File: src/rtl/fma_spec_pkg.sv
package fma_spec_pkg;

    localparam int EXP_W  = 11;
    localparam int FRAC_W = 52;
    localparam int WORD_W = 1 + EXP_W + FRAC_W;
    localparam int QBIT   = FRAC_W - 1;
    localparam int N_OPS  = 3;

    localparam logic [1:0] RM_DOWN = 2'b11;

    typedef enum logic [2:0] {
        CLS_ZERO = 3'd0,
        CLS_SUB  = 3'd1,
        CLS_NORM = 3'd2,
        CLS_INF  = 3'd3,
        CLS_QNAN = 3'd4,
        CLS_SNAN = 3'd5
    } opcls_e;

    typedef struct packed {
        logic   sign;
        opcls_e cls;
    } opinfo_t;

    typedef struct packed {
        logic              valid;
        logic              invalid;
        logic [WORD_W-1:0] word;
    } verdict_t;

    function automatic logic [WORD_W-1:0] dflt_nan();
        logic [WORD_W-1:0] w;
        w = '0;
        w[WORD_W-2 -: EXP_W] = '1;
        w[QBIT] = 1'b1;
        return w;
    endfunction

    function automatic logic [WORD_W-1:0] inf_word(input logic s);
        logic [WORD_W-1:0] w;
        w = '0;
        w[WORD_W-1] = s;
        w[WORD_W-2 -: EXP_W] = '1;
        return w;
    endfunction

    function automatic logic [WORD_W-1:0] zero_word(input logic s);
        logic [WORD_W-1:0] w;
        w = '0;
        w[WORD_W-1] = s;
        return w;
    endfunction

    function automatic logic is_nan_cls(input opcls_e c);
        return (c == CLS_QNAN) || (c == CLS_SNAN);
    endfunction

endpackage

File: src/rtl/fsr_classify.sv
module fsr_classify
    import fma_spec_pkg::*;
#(
    parameter int E_W = EXP_W,
    parameter int F_W = FRAC_W
) (
    input  logic [E_W+F_W:0] word,
    output opinfo_t          info
);
    logic [E_W-1:0] expo;
    logic [F_W-1:0] frac;
    logic           exp_max;
    logic           exp_min;
    logic           frac_nz;

    assign expo    = word[E_W+F_W-1 -: E_W];
    assign frac    = word[F_W-1:0];
    assign exp_max = &expo;
    assign exp_min = ~|expo;
    assign frac_nz = |frac;

    always_comb begin
        info.sign = word[E_W+F_W];
        if (exp_max && !frac_nz)      info.cls = CLS_INF;
        else if (exp_max && frac[F_W-1]) info.cls = CLS_QNAN;
        else if (exp_max)             info.cls = CLS_SNAN;
        else if (exp_min && !frac_nz) info.cls = CLS_ZERO;
        else if (exp_min)             info.cls = CLS_SUB;
        else                          info.cls = CLS_NORM;
    end

    always_comb begin

        snan_quietbit_chk: assert (!(info.cls == CLS_SNAN) || (!frac[F_W-1] && frac_nz));
    end
endmodule

File: src/rtl/fsr_nan_pick.sv
module fsr_nan_pick
    import fma_spec_pkg::*;
#(
    parameter int W = WORD_W,
    parameter int N = N_OPS
) (
    input  opinfo_t        info  [N],
    input  logic [W-1:0]   words [N],
    output verdict_t       verdict
);
    logic [N-1:0] is_s;
    logic [N-1:0] is_q;

    for (genvar g = 0; g < N; g++) begin : g_flags
        assign is_s[g] = (info[g].cls == CLS_SNAN);
        assign is_q[g] = (info[g].cls == CLS_QNAN);
    end

    always_comb begin
        verdict = '0;
        for (int i = N - 1; i >= 0; i--) begin
            if (is_q[i] && !(|is_s)) begin
                verdict.valid   = 1'b1;
                verdict.invalid = 1'b0;
                verdict.word    = words[i];
            end
        end
        for (int i = N - 1; i >= 0; i--) begin
            if (is_s[i]) begin
                verdict.valid       = 1'b1;
                verdict.invalid     = 1'b1;
                verdict.word        = words[i];
                verdict.word[QBIT]  = 1'b1;
            end
        end
    end

    always_comb begin

        qnan_silent_chk: assert (!(|is_q && !(|is_s)) || (verdict.valid && !verdict.invalid));
    end
endmodule

File: src/rtl/fsr_case_solve.sv
module fsr_case_solve
    import fma_spec_pkg::*;
#(
    parameter int W = WORD_W
) (
    input  opinfo_t      zi,
    input  opinfo_t      xi,
    input  opinfo_t      yi,
    input  logic [W-1:0] z_word,
    input  logic         neg_prod,
    input  logic [1:0]   rnd_mode,
    output verdict_t     verdict
);
    logic prod_sign;
    logic prod_inf;
    logic prod_zero;
    logic z_inf;
    logic z_zero;

    assign prod_sign = xi.sign ^ yi.sign ^ neg_prod;
    assign prod_inf  = (xi.cls == CLS_INF) || (yi.cls == CLS_INF);
    assign prod_zero = (xi.cls == CLS_ZERO) || (yi.cls == CLS_ZERO);
    assign z_inf     = (zi.cls == CLS_INF);
    assign z_zero    = (zi.cls == CLS_ZERO);

    always_comb begin
        verdict = '0;
        if (prod_inf && prod_zero) begin
            verdict.valid   = 1'b1;
            verdict.invalid = 1'b1;
            verdict.word    = dflt_nan();
        end else if (prod_inf) begin
            verdict.valid = 1'b1;
            if (z_inf && (zi.sign != prod_sign)) begin
                verdict.invalid = 1'b1;
                verdict.word    = dflt_nan();
            end else begin
                verdict.word    = inf_word(prod_sign);
            end
        end else if (z_inf) begin
            verdict.valid = 1'b1;
            verdict.word  = z_word;
        end else if (prod_zero) begin
            verdict.valid = 1'b1;
            if (z_zero && (zi.sign != prod_sign))
                verdict.word = zero_word(rnd_mode == RM_DOWN);
            else
                verdict.word = z_word;
        end
    end

    always_comb begin

        inf_sign_chk: assert (!(prod_inf && !verdict.invalid) || (verdict.word[W-1] == prod_sign));
    end
endmodule

File: src/rtl/fma_special_resolve.sv
module fma_special_resolve
    import fma_spec_pkg::*;
(
    input  logic [63:0] op_z,
    input  logic [63:0] op_x,
    input  logic [63:0] op_y,
    input  logic        neg_prod,
    input  logic [1:0]  rnd_mode,
    output logic        byp_valid,
    output logic [63:0] byp_result,
    output logic        flag_invalid
);
    logic [WORD_W-1:0] words [N_OPS];
    opinfo_t           info  [N_OPS];
    verdict_t          nan_v;
    verdict_t          rule_v;
    verdict_t          final_v;

    assign words[0] = op_z;
    assign words[1] = op_x;
    assign words[2] = op_y;

    for (genvar g = 0; g < N_OPS; g++) begin : g_cls
        fsr_classify #(.E_W(EXP_W), .F_W(FRAC_W)) u_cls (
            .word (words[g]),
            .info (info[g])
        );
    end

    fsr_nan_pick #(.W(WORD_W), .N(N_OPS)) u_nan (
        .info    (info),
        .words   (words),
        .verdict (nan_v)
    );

    fsr_case_solve #(.W(WORD_W)) u_rules (
        .zi       (info[0]),
        .xi       (info[1]),
        .yi       (info[2]),
        .z_word   (words[0]),
        .neg_prod (neg_prod),
        .rnd_mode (rnd_mode),
        .verdict  (rule_v)
    );

    assign final_v      = nan_v.valid ? nan_v : rule_v;
    assign byp_valid    = final_v.valid;
    assign byp_result   = final_v.word;
    assign flag_invalid = final_v.invalid;

    always_comb begin

        inv_needs_bypass_chk: assert (!flag_invalid || byp_valid);

        inf_times_zero_chk: assert (!((info[1].cls == CLS_INF) && (info[2].cls == CLS_ZERO)
                                      && !is_nan_cls(info[0].cls))
                                    || (flag_invalid && byp_result == dflt_nan()));

        arith_path_chk: assert (!((info[0].cls inside {CLS_ZERO, CLS_SUB, CLS_NORM})
                                  && (info[1].cls inside {CLS_SUB, CLS_NORM})
                                  && (info[2].cls inside {CLS_SUB, CLS_NORM}))
                                || (!byp_valid && !flag_invalid && byp_result == '0));

        z_inf_pass_chk: assert (!((info[0].cls == CLS_INF)
                                  && (info[1].cls inside {CLS_ZERO, CLS_SUB, CLS_NORM})
                                  && (info[2].cls inside {CLS_ZERO, CLS_SUB, CLS_NORM}))
                                || (byp_valid && byp_result == op_z && !flag_invalid));
    end
endmodule

File: config.mk
export PLATFORM = sky130hd
export DESIGN_NAME = fma_special_resolve
export DESIGN_NICKNAME = d
export VERILOG_FILES = /design/src/rtl/fma_spec_pkg.sv /design/src/rtl/fsr_classify.sv /design/src/rtl/fsr_nan_pick.sv /design/src/rtl/fsr_case_solve.sv /design/src/rtl/fma_special_resolve.sv
export SDC_FILE = /design/constraint.sdc
export NUM_CORES = 1
export LEC_CHECK = 0
export ABC_AREA = 1
export CAP_MARGIN = 20
export CORE_ASPECT_RATIO = 0.6
export CORE_MARGIN = 4
export CORE_UTILIZATION = 30
export DETAILED_ROUTE_END_ITERATION = 12
export DONT_BUFFER_PORTS = 1
export PLACE_DENSITY = 0.55
export REMOVE_ABC_BUFFERS = 1
export SKIP_LAST_GASP = 1
export SLEW_MARGIN = 20
export SYNTH_ARGS = -nofsm -noshare
export SYNTH_HDL_FRONTEND = slang
export SYNTH_SLANG_ARGS = --single-unit
File: constraint.sdc
create_clock -name vclk -period 5.2
set_clock_uncertainty 0.1 [all_clocks]
set_input_delay 1.04 -clock vclk [all_inputs]
set_output_delay 1.04 -clock vclk [all_outputs]
set_load 0.03 [all_outputs]
After elaboration in Yosys (flattened, before gate mapping)
Cells that the tools add are included.
Widths: inputs -> output; s select.

word-level totals
  input bits = 195
  flip-flop bits (word level) = 0
  logic and storage cells = 83

cells by class
  equality and inequality tests = 11
  multiplexer cells = 33
  bitwise operators = 2
  reduce and logical (&&, ||, !) cells = 37

operator list
  cell                count
  $mux 66             8
  $mux 64             5
  $reduce_or 52->1    3
  $mux 3              12
  $reduce_and 11->1   3
  $reduce_or 11->1    3
  $eq 3x3->1 const B  6
  $logic_and 1x1->1   15
  $eq 3x2->1 const B  3
  $logic_not 3->1     3
  $logic_not 1->1     7
  $mux 2              3
  $mux 1              5
  $reduce_or 3->1     1
  $eq 2x2->1 const B  1
  $logic_or 1x1->1    2
  $xor 1x1->1         2
  $ne 1x1->1          1

Longest topological paths before layout
Gate-level depths: netlist of run 1.

  depth after elaboration = 18
  depth in mapped cells = 19
  gate-level depth less buffers = 18

Cells and area by module
A second synthesis of run 1 with hierarchy kept.

unflattened totals
  cell total of the unflattened synthesis = 1753
  area, all modules = 7364.6 um^2

modules (own cells, without submodules)
  module               instances  area each (um^2)  cells each
  fsr_nan_pick         1          4724.5            1124
  fsr_classify         3          339.1             77
  fma_special_resolve  1          837.1             211
  fsr_case_solve       1          785.8             187

Worst setup path before layout of run 1
Ideal clock, no wire load.

  path type = input to output
  start point = input op_z[59]
  end point = output flag_invalid
  path slack = 1146 ps
  arrival = 2914 ps
  stages on the path = 10
  path through = nand4_1 > nor3_1 > nand3_4 > nand2_2 > nor2_2 > buf_6 > nand2_1 > nand3_2 > clkbuf_2 > o21ai_0

on the way
  cells in the longest elaborated chain, start to end = 18
  elaborated cells on any way between the ends = 30
  those cells by class = eq/ne: 3; mux: 15; reduce/logical: 12

RTL lines
  item                   RTL line                   RTL
  start: declaration     fma_special_resolve.sv:4   input logic [63:0] op_z,
  $reduce_or 11->1       fsr_classify.sv:19         assign exp_min = ~|expo;
  $logic_not 1->1        fsr_classify.sv:19
  $logic_and 1x1->1      fsr_classify.sv:27         else if (exp_min && !frac_nz) info.cls = CLS_ZERO;
  $mux 3                 fsr_classify.sv:27
  $mux 3                 fsr_classify.sv:26         else if (exp_max) info.cls = CLS_SNAN;
  $mux 3                 fsr_classify.sv:25         else if (exp_max && frac[F_W-1]) info.cls = CLS_QNAN;
  $mux 3 (*)             fsr_classify.sv:24         if (exp_max && !frac_nz) info.cls = CLS_INF;
  $eq 3x3->1             fsr_nan_pick.sv:15         assign is_s[g] = (info[g].cls == CLS_SNAN);
  $reduce_or 3->1        fsr_nan_pick.sv:22         if (is_q[i] && !(|is_s)) begin
  $logic_not 1->1        fsr_nan_pick.sv:22
  $logic_and 1x1->1      fsr_nan_pick.sv:22
  $mux 66 (3 in series)  fsr_nan_pick.sv:22
  $mux 66 (3 in series)  fsr_nan_pick.sv:29         if (is_s[i]) begin
  $mux 66 (*)            fma_special_resolve.sv:46  assign final_v = nan_v.valid ? nan_v : rule_v;
  end: declaration       fma_special_resolve.sv:11  output logic flag_invalid

Mark *: on every way between the ends. The rest lies on a longest branch, timed or not.

Worst setup path after layout of run 1
  start point = input op_y[22]
  end point = output byp_result[54]

on the way
  cells in the longest elaborated chain, start to end = 18
  elaborated cells on any way between the ends = 31
  those cells by class = eq/ne: 3; mux: 15; reduce/logical: 13

RTL lines
  item                   RTL line                                RTL
  start: declaration     fma_special_resolve.sv:6                input logic [63:0] op_y,
  $reduce_or 52->1 (*)   fsr_classify.sv:20                      assign frac_nz = |frac;
  $logic_not 1->1 (*)    fsr_classify.sv:24, fsr_classify.sv:27
  $logic_and 1x1->1      fsr_classify.sv:27
  $mux 3                 fsr_classify.sv:27
  $mux 3                 fsr_classify.sv:26
  $mux 3                 fsr_classify.sv:25
  $mux 3 (*)             fsr_classify.sv:24
  $eq 3x3->1             fsr_nan_pick.sv:15
  $reduce_or 3->1        fsr_nan_pick.sv:22
  $logic_not 1->1        fsr_nan_pick.sv:22
  $logic_and 1x1->1      fsr_nan_pick.sv:22
  $mux 66 (3 in series)  fsr_nan_pick.sv:22
  $mux 66 (3 in series)  fsr_nan_pick.sv:29
  $mux 66 (*)            fma_special_resolve.sv:46
  end: declaration       fma_special_resolve.sv:10               output logic [63:0] byp_result,

Marks and branches as above.

==> flow_metrics.py, run 1 <==
metrics = {
    "critical_path": {
        "timing.critical_path.mode_cell": "nor2_1",
        "critPathKind": "input pin to output port",
        "path_max_fanout": 22,
        "crit_required_ns": 4.06,
        "arrival_ns": 3.61,
        "cp-end-kind": "output port",
        "critPathLaunchType": "input pin",
        "path_cells": "nor2_1 > nand2_1 > nor2_1 > nand2_1 > nor2_1 > nand2_1 > nand2_2 > nand2_2 > nor2_1 > nand3_2 > buf_4 > nor2_1 > o21ai_0 > buf_4",
        "critPathSlowestCell": "nand3_2",
        "critical_path.max_stage_delay_ns": 0.39,
    },
    "synth": {
        "synth-compound-area-share_pct": 15.6,
        "synth-simple-area-share_pct": 69.8,
        "synth-adder-area-share_pct": 0,
        "synth_cells": 883,
        "synth_top_area_share_pct": 42.2,
        "synth_area_um2": 3820,
        "synth.most_common_cell": "nand2_1",
        "synth_area_leaders": "nand2_1, nand4_1, nor2_1, o21ai_0, a21oi_1",
        "synthMuxAreaShare_pct": 0,
        "synth_xor_area_share_pct": 0.688,
        "ys_seq_area_share_pct": 0,
        "synth_top_family_by_area": "simple AND/OR/NAND/NOR gates",
        "ys_top_cells_by_count": "nand2_1, nor2_1, nand4_1",
        "synth_largest_area_cell": "nand2_1",
        "ys_types": 32,
        "syn_avg_cell_area_um2": 4.33,
        "ys_warn_count": 0,
    },
    "placed_design": {
        "place_area_um2": 4360,
        "gp_congestion": 0.969,
        "dp_hpwl_mm": 13.4,
        "place_worst_setup_slack_ns": 0.506,
        "place_inst": 1060,
        "portBuffers": 0,
    },
    "cts": {
        "ctsHoldBuffers": 0,
        "cts_resized": 0,
        "cts_setup_buffers": 0,
    },
    "timing": {
        "finalSetupViolations": 0,
        "relSlewSlack_pct": 56.9,
        "maxSlewViolCount": 0,
        "rsz0062_at_grt": "no",
        "tightestPinTransition_ns": 0.646,
        "hold_viol": 0,
        "fin_crit_sh_pct": 91.4,
        "fmax_ghz": 0.210,
        "finalCriticalPeriod_ns": 4.75,
        "setup_ws_ns": 0.446,
    },
    "route": {
        "drtIter0Drc": 541,
        "ant_nets": 0,
        "wl_per_cell_um": 16.5,
        "drtPass1Iterations": 5,
        "via_count": 5721,
        "drt_wl_total_mm": 17.5,
        "via_per_inst": 5.40,
        "remaining_drc_errors": 0,
    },
    "finish": {
        "drive_gt1_share_pct": 12.0,
        "layoutNonFillerInstCount": 1060,
        "final_nets": 1092,
        "seq_cells": 0,
        "diodes": 0,
        "nFillCells": 1446,
        "multiInputGateArea_um2": 3300,
        "syn_to_final_growth_pct": 14.1,
        "nClkBuffers": 0,
        "postLayoutCellArea_um2": 4360,
        "seqCellArea_um2": 0,
    },
    "pwr": {
        "intPower_mw": 0.0154,
        "seqPwrFrac_pct": 0,
        "p_sw_mw": 0.0184,
        "ir_drop_mv": 0.00611,
        "pwr-share-clk_pct": 0,
        "swShare_pct": 54.4,
        "p_leak_nw": 2.64,
        "p_per_area_nw_per_um2": 7.77,
        "p_comb_share_pct": 100.0,
    },
    "global_route": {
        "overflow": 0,
        "grt_pass1_wl_mm": 27.0,
        "antenna_found_initial": 0,
        "grt_max_degree": 55,
        "gr-usage-all-layers_pct": 22.0,
        "grt_pass1_vias": 5139,
    },
    "floorplanning": {
        "fp.dieArea_um2": 14700,
        "die_h_um": 95.4,
        "die_w_um": 154,
        "ioPinCount": 261,
        "initial_core_util_pct": 31.2,
        "rows": 31,
        "core_area_um2": 12300,
    },
    "worst_hold_path": {
        "hp-class": "input pin to output port",
        "min_from": "op_z[30]",
        "hold_end": "byp_result[30]",
        "min_path_cells": 2,
    },
    "status": {
        "run_status": "finished, final reports clean",
    },
    "job": {
        "cap_violations": 0,
    },
}
[routing by layer]
layer | part of all wire (%) | global-route usage [%]
met4 | 1.1 | 3.09
met3 | 15 | 5.94
met2 | 42 | 35.8
met1 | 42 | 29.9
met5 | 0 | 0
[stage by stage]
stage                     setup TNS, ns  utilization [%]  hold slack [ns]  power [mW]
after floorplan                  -47.48                -             2.21      0.0279
after global placement                0             35.5             2.21      0.0330
after detailed placement              0             35.5             2.21      0.0331
after CTS                             0             35.5             2.21      0.0334
after global routing                  0             35.5             2.22      0.0391
final                                 0             35.5             2.21      0.0338
[placed cells by master (no fill, tap or decap)]
master	instances
nand2_1	428
nor2_1	105
nand4_1	63
o21ai_0	57
buf_4	56
a21oi_1	52
inv_1	39
inv_2	32
nand3_1	12
nor3_1	8
buf_12	8
o211ai_1	6
nand2_2	5
nor4_1	4
or2_1	2
or2_0	2
nor2_4	2
nand3b_1	2
xor2_1	2
clkinv_1	2
nand3_4	1
nor3b_1	1
and3_1	1
nand3_2	1
o21ai_1	1
xnor2_1	1
nand4_2	1
or2_2	1
[cells by family after synthesis]
kind of cell / count (synthesis)
simple gates: 639
xor+xnor: 3
buf+inv: 125
compound gates: 116
[how the worst max path moves through the flow]
stage,from,end,slack (ns),depth (start not counted)
global placement,op_y[22],byp_result[29],0.59,17
CTS,op_y[22],byp_result[54],0.51,14
detailed placement,op_y[22],byp_result[54],0.51,14
global route,op_y[20],byp_result[43],0.25,16
floorplan,op_y[48],byp_result[0],-0.81,15
finish,op_y[22],byp_result[54],0.45,14
[layout make-up]
cell class,count,area share [%]
inverters,73,6.29
multi-input cells,758,75.6
well taps,165,4.74
repair buffers,64,13.3
[power groups by stage]
stage | clock network, mW | logic (mW) | registers, mW
floorplan | 0 | 0.0279 | 0
global placement | 0 | 0.0330 | 0
detailed placement | 0 | 0.0331 | 0
CTS | 0 | 0.0334 | 0
global route | 0 | 0.0391 | 0
finish | 0 | 0.0338 | 0
[worst max-delay path: cells and delay by family]
family,cells,cell delay [ns]
and+or+nand+nor,11,1.86
buffers and inverters,2,0.56
AOI/OAI and AO/OA,1,0.14
(Power assumes the default switching activity.)
==> run 2: changes to the inputs <==
--- a/config.mk
+++ b/config.mk
@@ -6,13 +6,13 @@
 export NUM_CORES = 1
 export LEC_CHECK = 0
 export ABC_AREA = 1
-export CAP_MARGIN = 20
 export CORE_ASPECT_RATIO = 0.6
 export CORE_MARGIN = 4
 export CORE_UTILIZATION = 30
 export DETAILED_ROUTE_END_ITERATION = 12
 export DONT_BUFFER_PORTS = 1
 export PLACE_DENSITY = 0.55
+export RECOVER_POWER = 25
 export REMOVE_ABC_BUFFERS = 1
 export SKIP_LAST_GASP = 1
 export SLEW_MARGIN = 20
==> run 2 against run 1 <==
Maximum frequency is 2.0% lower. Core utilization is 0.23 points lower. Final area is 0.66% lower. First-iteration DRC count is 7.8% higher. Largest power group unchanged.
==> flow_metrics.py, run 2 (synthesized netlist as in run 1, its figures left out) <==
metrics = {
    "timing": {
        "fmax_ghz": 0.206,
        "rsz0062_at_grt": "no",
        "tns_ns": 0,
        "tightestPinTransition_ns": 0.641,
        "setup_ws_ns": 0.349,
        "relSlewSlack_pct": 57.3,
        "finalCriticalPeriod_ns": 4.85,
        "maxSlewViolCount": 0,
        "fin_crit_sh_pct": 93.3,
        "hold_viol": 0,
        "timing.hold.ws_ns": 2.21,
        "finalSetupViolations": 0,
    },
    "finish": {
        "multiInputGateArea_um2": 3300,
        "fin_util_pct": 35.3,
        "syn_to_final_growth_pct": 13.3,
        "final_common_cell": "nand2_1",
        "final_cell_mix": "nand2_1, nor2_1, nand4_1",
        "nFillCells": 1454,
        "layoutNonFillerInstCount": 1060,
        "seq_cells": 0,
        "postLayoutCellArea_um2": 4330,
        "drive_gt1_share_pct": 11.6,
        "diodes": 0,
        "final_nets": 1092,
        "seqCellArea_um2": 0,
        "nClkBuffers": 0,
    },
    "status": {
        "run_status": "finished, final reports clean",
    },
    "cts": {
        "ctsHoldBuffers": 0,
        "cts_resized": 0,
        "cts_setup_buffers": 0,
    },
    "critical_path": {
        "crit_required_ns": 4.06,
        "path_max_fanout": 22,
        "path_cells": "nor2_1 > nand2_1 > nor2_1 > nand2_1 > nor2_1 > nand2_1 > nand2_2 > nand2_2 > nor2_4 > nand2_1 > nand3_2 > buf_4 > inv_1 > o211ai_1 > clkbuf_1",
        "critPathSlowestCell": "nand3_2",
        "timing.critical_path.mode_cell": "nand2_1",
        "cp_top_family": "simple AND/OR/NAND/NOR gates",
        "cp-end-kind": "output port",
        "crit_start": "op_y[22]",
        "critPathLaunchType": "input pin",
        "critPathKind": "input pin to output port",
        "critical_path_buf_inv_count": 3,
        "critical_path.max_stage_delay_ns": 0.37,
        "arrival_ns": 3.71,
    },
    "placed_design": {
        "place_area_um2": 4360,
        "gp_congestion": 0.969,
        "place_worst_setup_slack_ns": 0.506,
        "portBuffers": 0,
        "dp_hpwl_mm": 13.4,
        "place_inst": 1060,
    },
    "pwr": {
        "ir_drop_mv": 0.00588,
        "fin_total_pwr_mw": 0.0338,
        "p_leak_nw": 2.62,
        "p_per_area_nw_per_um2": 7.80,
    },
    "route": {
        "remaining_drc_errors": 0,
        "drt_wl_total_mm": 17.5,
        "via_count": 5738,
        "via_per_inst": 5.41,
        "drtIter0Drc": 583,
        "drtPass1Iterations": 5,
        "ant_nets": 0,
        "wl_per_cell_um": 16.5,
    },
    "global_route": {
        "grt_max_degree": 55,
        "antenna_found_initial": 0,
        "gr-usage-all-layers_pct": 22.0,
        "grt_pass1_vias": 5139,
        "overflow": 0,
        "grt_pass1_wl_mm": 27.0,
    },
    "floorplanning": {
        "ioPinCount": 261,
        "die_w_um": 154,
        "rows": 31,
        "die_h_um": 95.4,
        "initial_core_util_pct": 31.2,
        "core_area_um2": 12300,
        "fp.dieArea_um2": 14700,
    },
    "worst_hold_path": {
        "hp-class": "input pin to output port",
        "min_from": "op_z[30]",
    },
    "job": {
        "cap_violations": 0,
    },
}
==> run 2: path summary, 6_finish.rpt <==
kind	endpoint	slack, ns	depth (start not counted)
setup / recovery	byp_result[51]	0.35	15
hold / removal	byp_result[30]	2.21	2
==> run 2: final cells by class <==
type                       count  share of cell area (%)
inverter                      73                    6.33
multi-input combinational    758                    76.1
tap                          165                    4.77
timing repair buffer          64                    12.7
==> run 2: layer usage <==
layer / up-vias / global-route usage [%] / share of wire (%)
met2: 400 / 35.8 / 42
met1: 2472 / 29.9 / 42
met4: 0 / 3.09 / 1.3
li1: 2839 / - / -
met3: 27 / 5.94 / 15
met5: - / 0 / 0
==> run 2: power by group <==
group	internal (mW)	switching [mW]
Sequential	0	0
Combinational	0.0154	0.0184
Clock	0	0
==> run 3: changes to the inputs <==
--- a/config.mk
+++ b/config.mk
@@ -11,7 +11,7 @@
 export CORE_UTILIZATION = 30
 export DETAILED_ROUTE_END_ITERATION = 12
 export DONT_BUFFER_PORTS = 1
-export PLACE_DENSITY = 0.55
+export PLACE_DENSITY = 0.56
 export RECOVER_POWER = 25
 export REMOVE_ABC_BUFFERS = 1
 export SKIP_LAST_GASP = 1
==> constraint.sdc (replaced) <==
create_clock -name vclk -period 4
set_clock_uncertainty 0.1 [all_clocks]
set_input_delay 0.8 -clock vclk [all_inputs]
set_output_delay 0.8 -clock vclk [all_outputs]
set_load 0.03 [all_outputs]
==> run 3 against run 2 <==
Setup slack got worse by 0.13 ns. Non-clock buffer count grew 17. Largest cell class unchanged. Hold slack worse by 0.48 ns. Via count rose by 2.0%. Sequential cell count unchanged.
==> flow_metrics.py, run 3 (synthesized netlist as in run 1, its figures left out) <==
metrics = {
    "global_route": {
        "antenna_found_initial": 0,
        "grt_pass1_wl_mm": 27.3,
        "grt_pass1_vias": 5222,
        "gr-usage-all-layers_pct": 22.3,
        "grt_max_degree": 53,
        "overflow": 0,
    },
    "timing": {
        "timing.hold.ws_ns": 1.73,
        "rsz0062_at_grt": "no",
        "tightestPinTransition_ns": 0.634,
        "finalCriticalPeriod_ns": 3.78,
        "finalSetupViolations": 0,
        "maxSlewViolCount": 0,
        "hold_viol": 0,
        "fin_crit_sh_pct": 94.5,
        "fmax_ghz": 0.264,
        "relSlewSlack_pct": 57.8,
    },
    "route": {
        "drtPass1Iterations": 5,
        "drt_wl_total_mm": 18.2,
        "remaining_drc_errors": 0,
        "drtIter0Drc": 393,
        "wl_per_cell_um": 16.9,
        "ant_nets": 0,
        "via_count": 5852,
        "via_per_inst": 5.43,
    },
    "cts": {
        "cts_setup_buffers": 0,
    },
    "pwr": {
        "ir_drop_mv": 0.00755,
        "p_leak_nw": 2.75,
        "p_per_area_nw_per_um2": 9.75,
    },
    "placed_design": {
        "portBuffers": 0,
        "dp_hpwl_mm": 14.3,
        "place_area_um2": 4630,
        "gp_congestion": 0.940,
    },
    "critical_path": {
        "crit_start": "op_z[59]",
        "crit_required_ns": 3.10,
        "critPathSlowestCell": "buf_4",
        "timing.critical_path.mode_cell": "nand2_1",
        "critPathLaunchType": "input pin",
        "crit_end": "byp_result[22]",
        "critical_path.max_stage_delay_ns": 0.51,
        "cp-end-kind": "output port",
        "path_max_fanout": 52,
        "critPathKind": "input pin to output port",
        "path_cells": "nand4_1 > nor3_1 > nand3_1 > inv_2 > buf_4 > nand4_1 > nand2_1 > nand2_1 > nand2_1 > nand2_1 > nand2_1 > buf_12",
        "arrival_ns": 2.88,
    },
    "job": {
        "cap_violations": 0,
    },
    "floorplanning": {
        "ioPinCount": 261,
        "fp.dieArea_um2": 14700,
        "rows": 31,
        "initial_core_util_pct": 31.2,
        "core_area_um2": 12300,
        "die_h_um": 95.4,
        "die_w_um": 154,
    },
    "finish": {
        "nClkBuffers": 0,
        "syn_to_final_growth_pct": 21.0,
        "nFillCells": 1425,
        "drive_gt1_share_pct": 14.0,
        "final_cell_mix": "nand2_1, nor2_1, nand4_1",
        "postLayoutCellArea_um2": 4620,
        "final_common_cell": "nand2_1",
        "final_nets": 1109,
        "diodes": 0,
        "seq_cells": 0,
        "seqCellArea_um2": 0,
        "multiInputGateArea_um2": 3310,
    },
    "status": {
        "run_status": "finished, final reports clean",
    },
    "worst_hold_path": {
        "hp-class": "input pin to output port",
    },
}
-- run 3: cell count changes in the layout (fill, tap and decap cells not counted) --
cell | before | now
buf_4 | 49 | 50
inv_2 | 31 | 32
inv_1 | 40 | 39
nor2_1 | 105 | 101
clkbuf_2 | 5 | 10
clkbuf_1 | 2 | 0
nor2_2 | 0 | 4
buf_12 | 7 | 20
-- run 3: metrics by stage --
step | total power, mW | setup TNS, ns | worst slack [ns] | utilization, % | cells
floorplan | 0.0363 | -95.00 | -1.53 | - | 831
global placement | 0.0441 | 0 | 0.146 | 37.8 | 1077
detailed placement | 0.0446 | 0 | 0.135 | 37.8 | 1077
CTS | 0.0448 | 0 | 0.120 | 37.8 | 1077
global route | 0.0517 | 0 | 0.00423 | 37.7 | 1077
finish | 0.0451 | 0 | 0.219 | 37.7 | 1077
-- run 3: how the worst min path moves through the flow --
| stage | startpoint | end | depth (start not counted) |
|---|---|---|---|
| after CTS | op_z[42] | byp_result[42] | 2 |
| after global routing | op_z[30] | byp_result[30] | 2 |
| final | op_z[46] | byp_result[46] | 2 |
| after floorplan | op_z[0] | byp_result[0] | 2 |
| after detailed placement | op_z[42] | byp_result[42] | 2 |
| after global placement | op_z[39] | byp_result[39] | 3 |
-- run 3: layout make-up --
type	count	area share, %
multi-input cells	758	71.5
repair buffers	81	18.1
inverters	73	5.93
well taps	165	4.47
-- run 3: critical path, delay by kind of cell --
family	cells	cell delay, ns
buffers and inverters	3	0.73
and+or+nand+nor	9	1.32
-- run 3: where the power goes --
group	switching, mW	internal, mW	total [mW]
registers	0	0	0
logic	0.0245	0.0205	0.0451
clock network	0	0	0
total	0.0245	0.0205	0.0451
-- run 3: timing repair --
| action | CTS | global route |
|---|---|---|
| setup endpoints to repair | 0 | 47 |
| hold buffers | 0 | 0 |
| gates resized for setup | 0 | 5 |
| hold endpoints to repair | 0 | 0 |
-- run 3: layer usage --
metal | up-vias | wire [um] | track usage, %
met1 | 2595 | 7430 | 30.4
met3 | 12 | 2440 | 5.90
met4 | 0 | 94 | 2.06
li1 | 2872 | - | -
met2 | 373 | 8250 | 37.0
met5 | - | 0 | 0
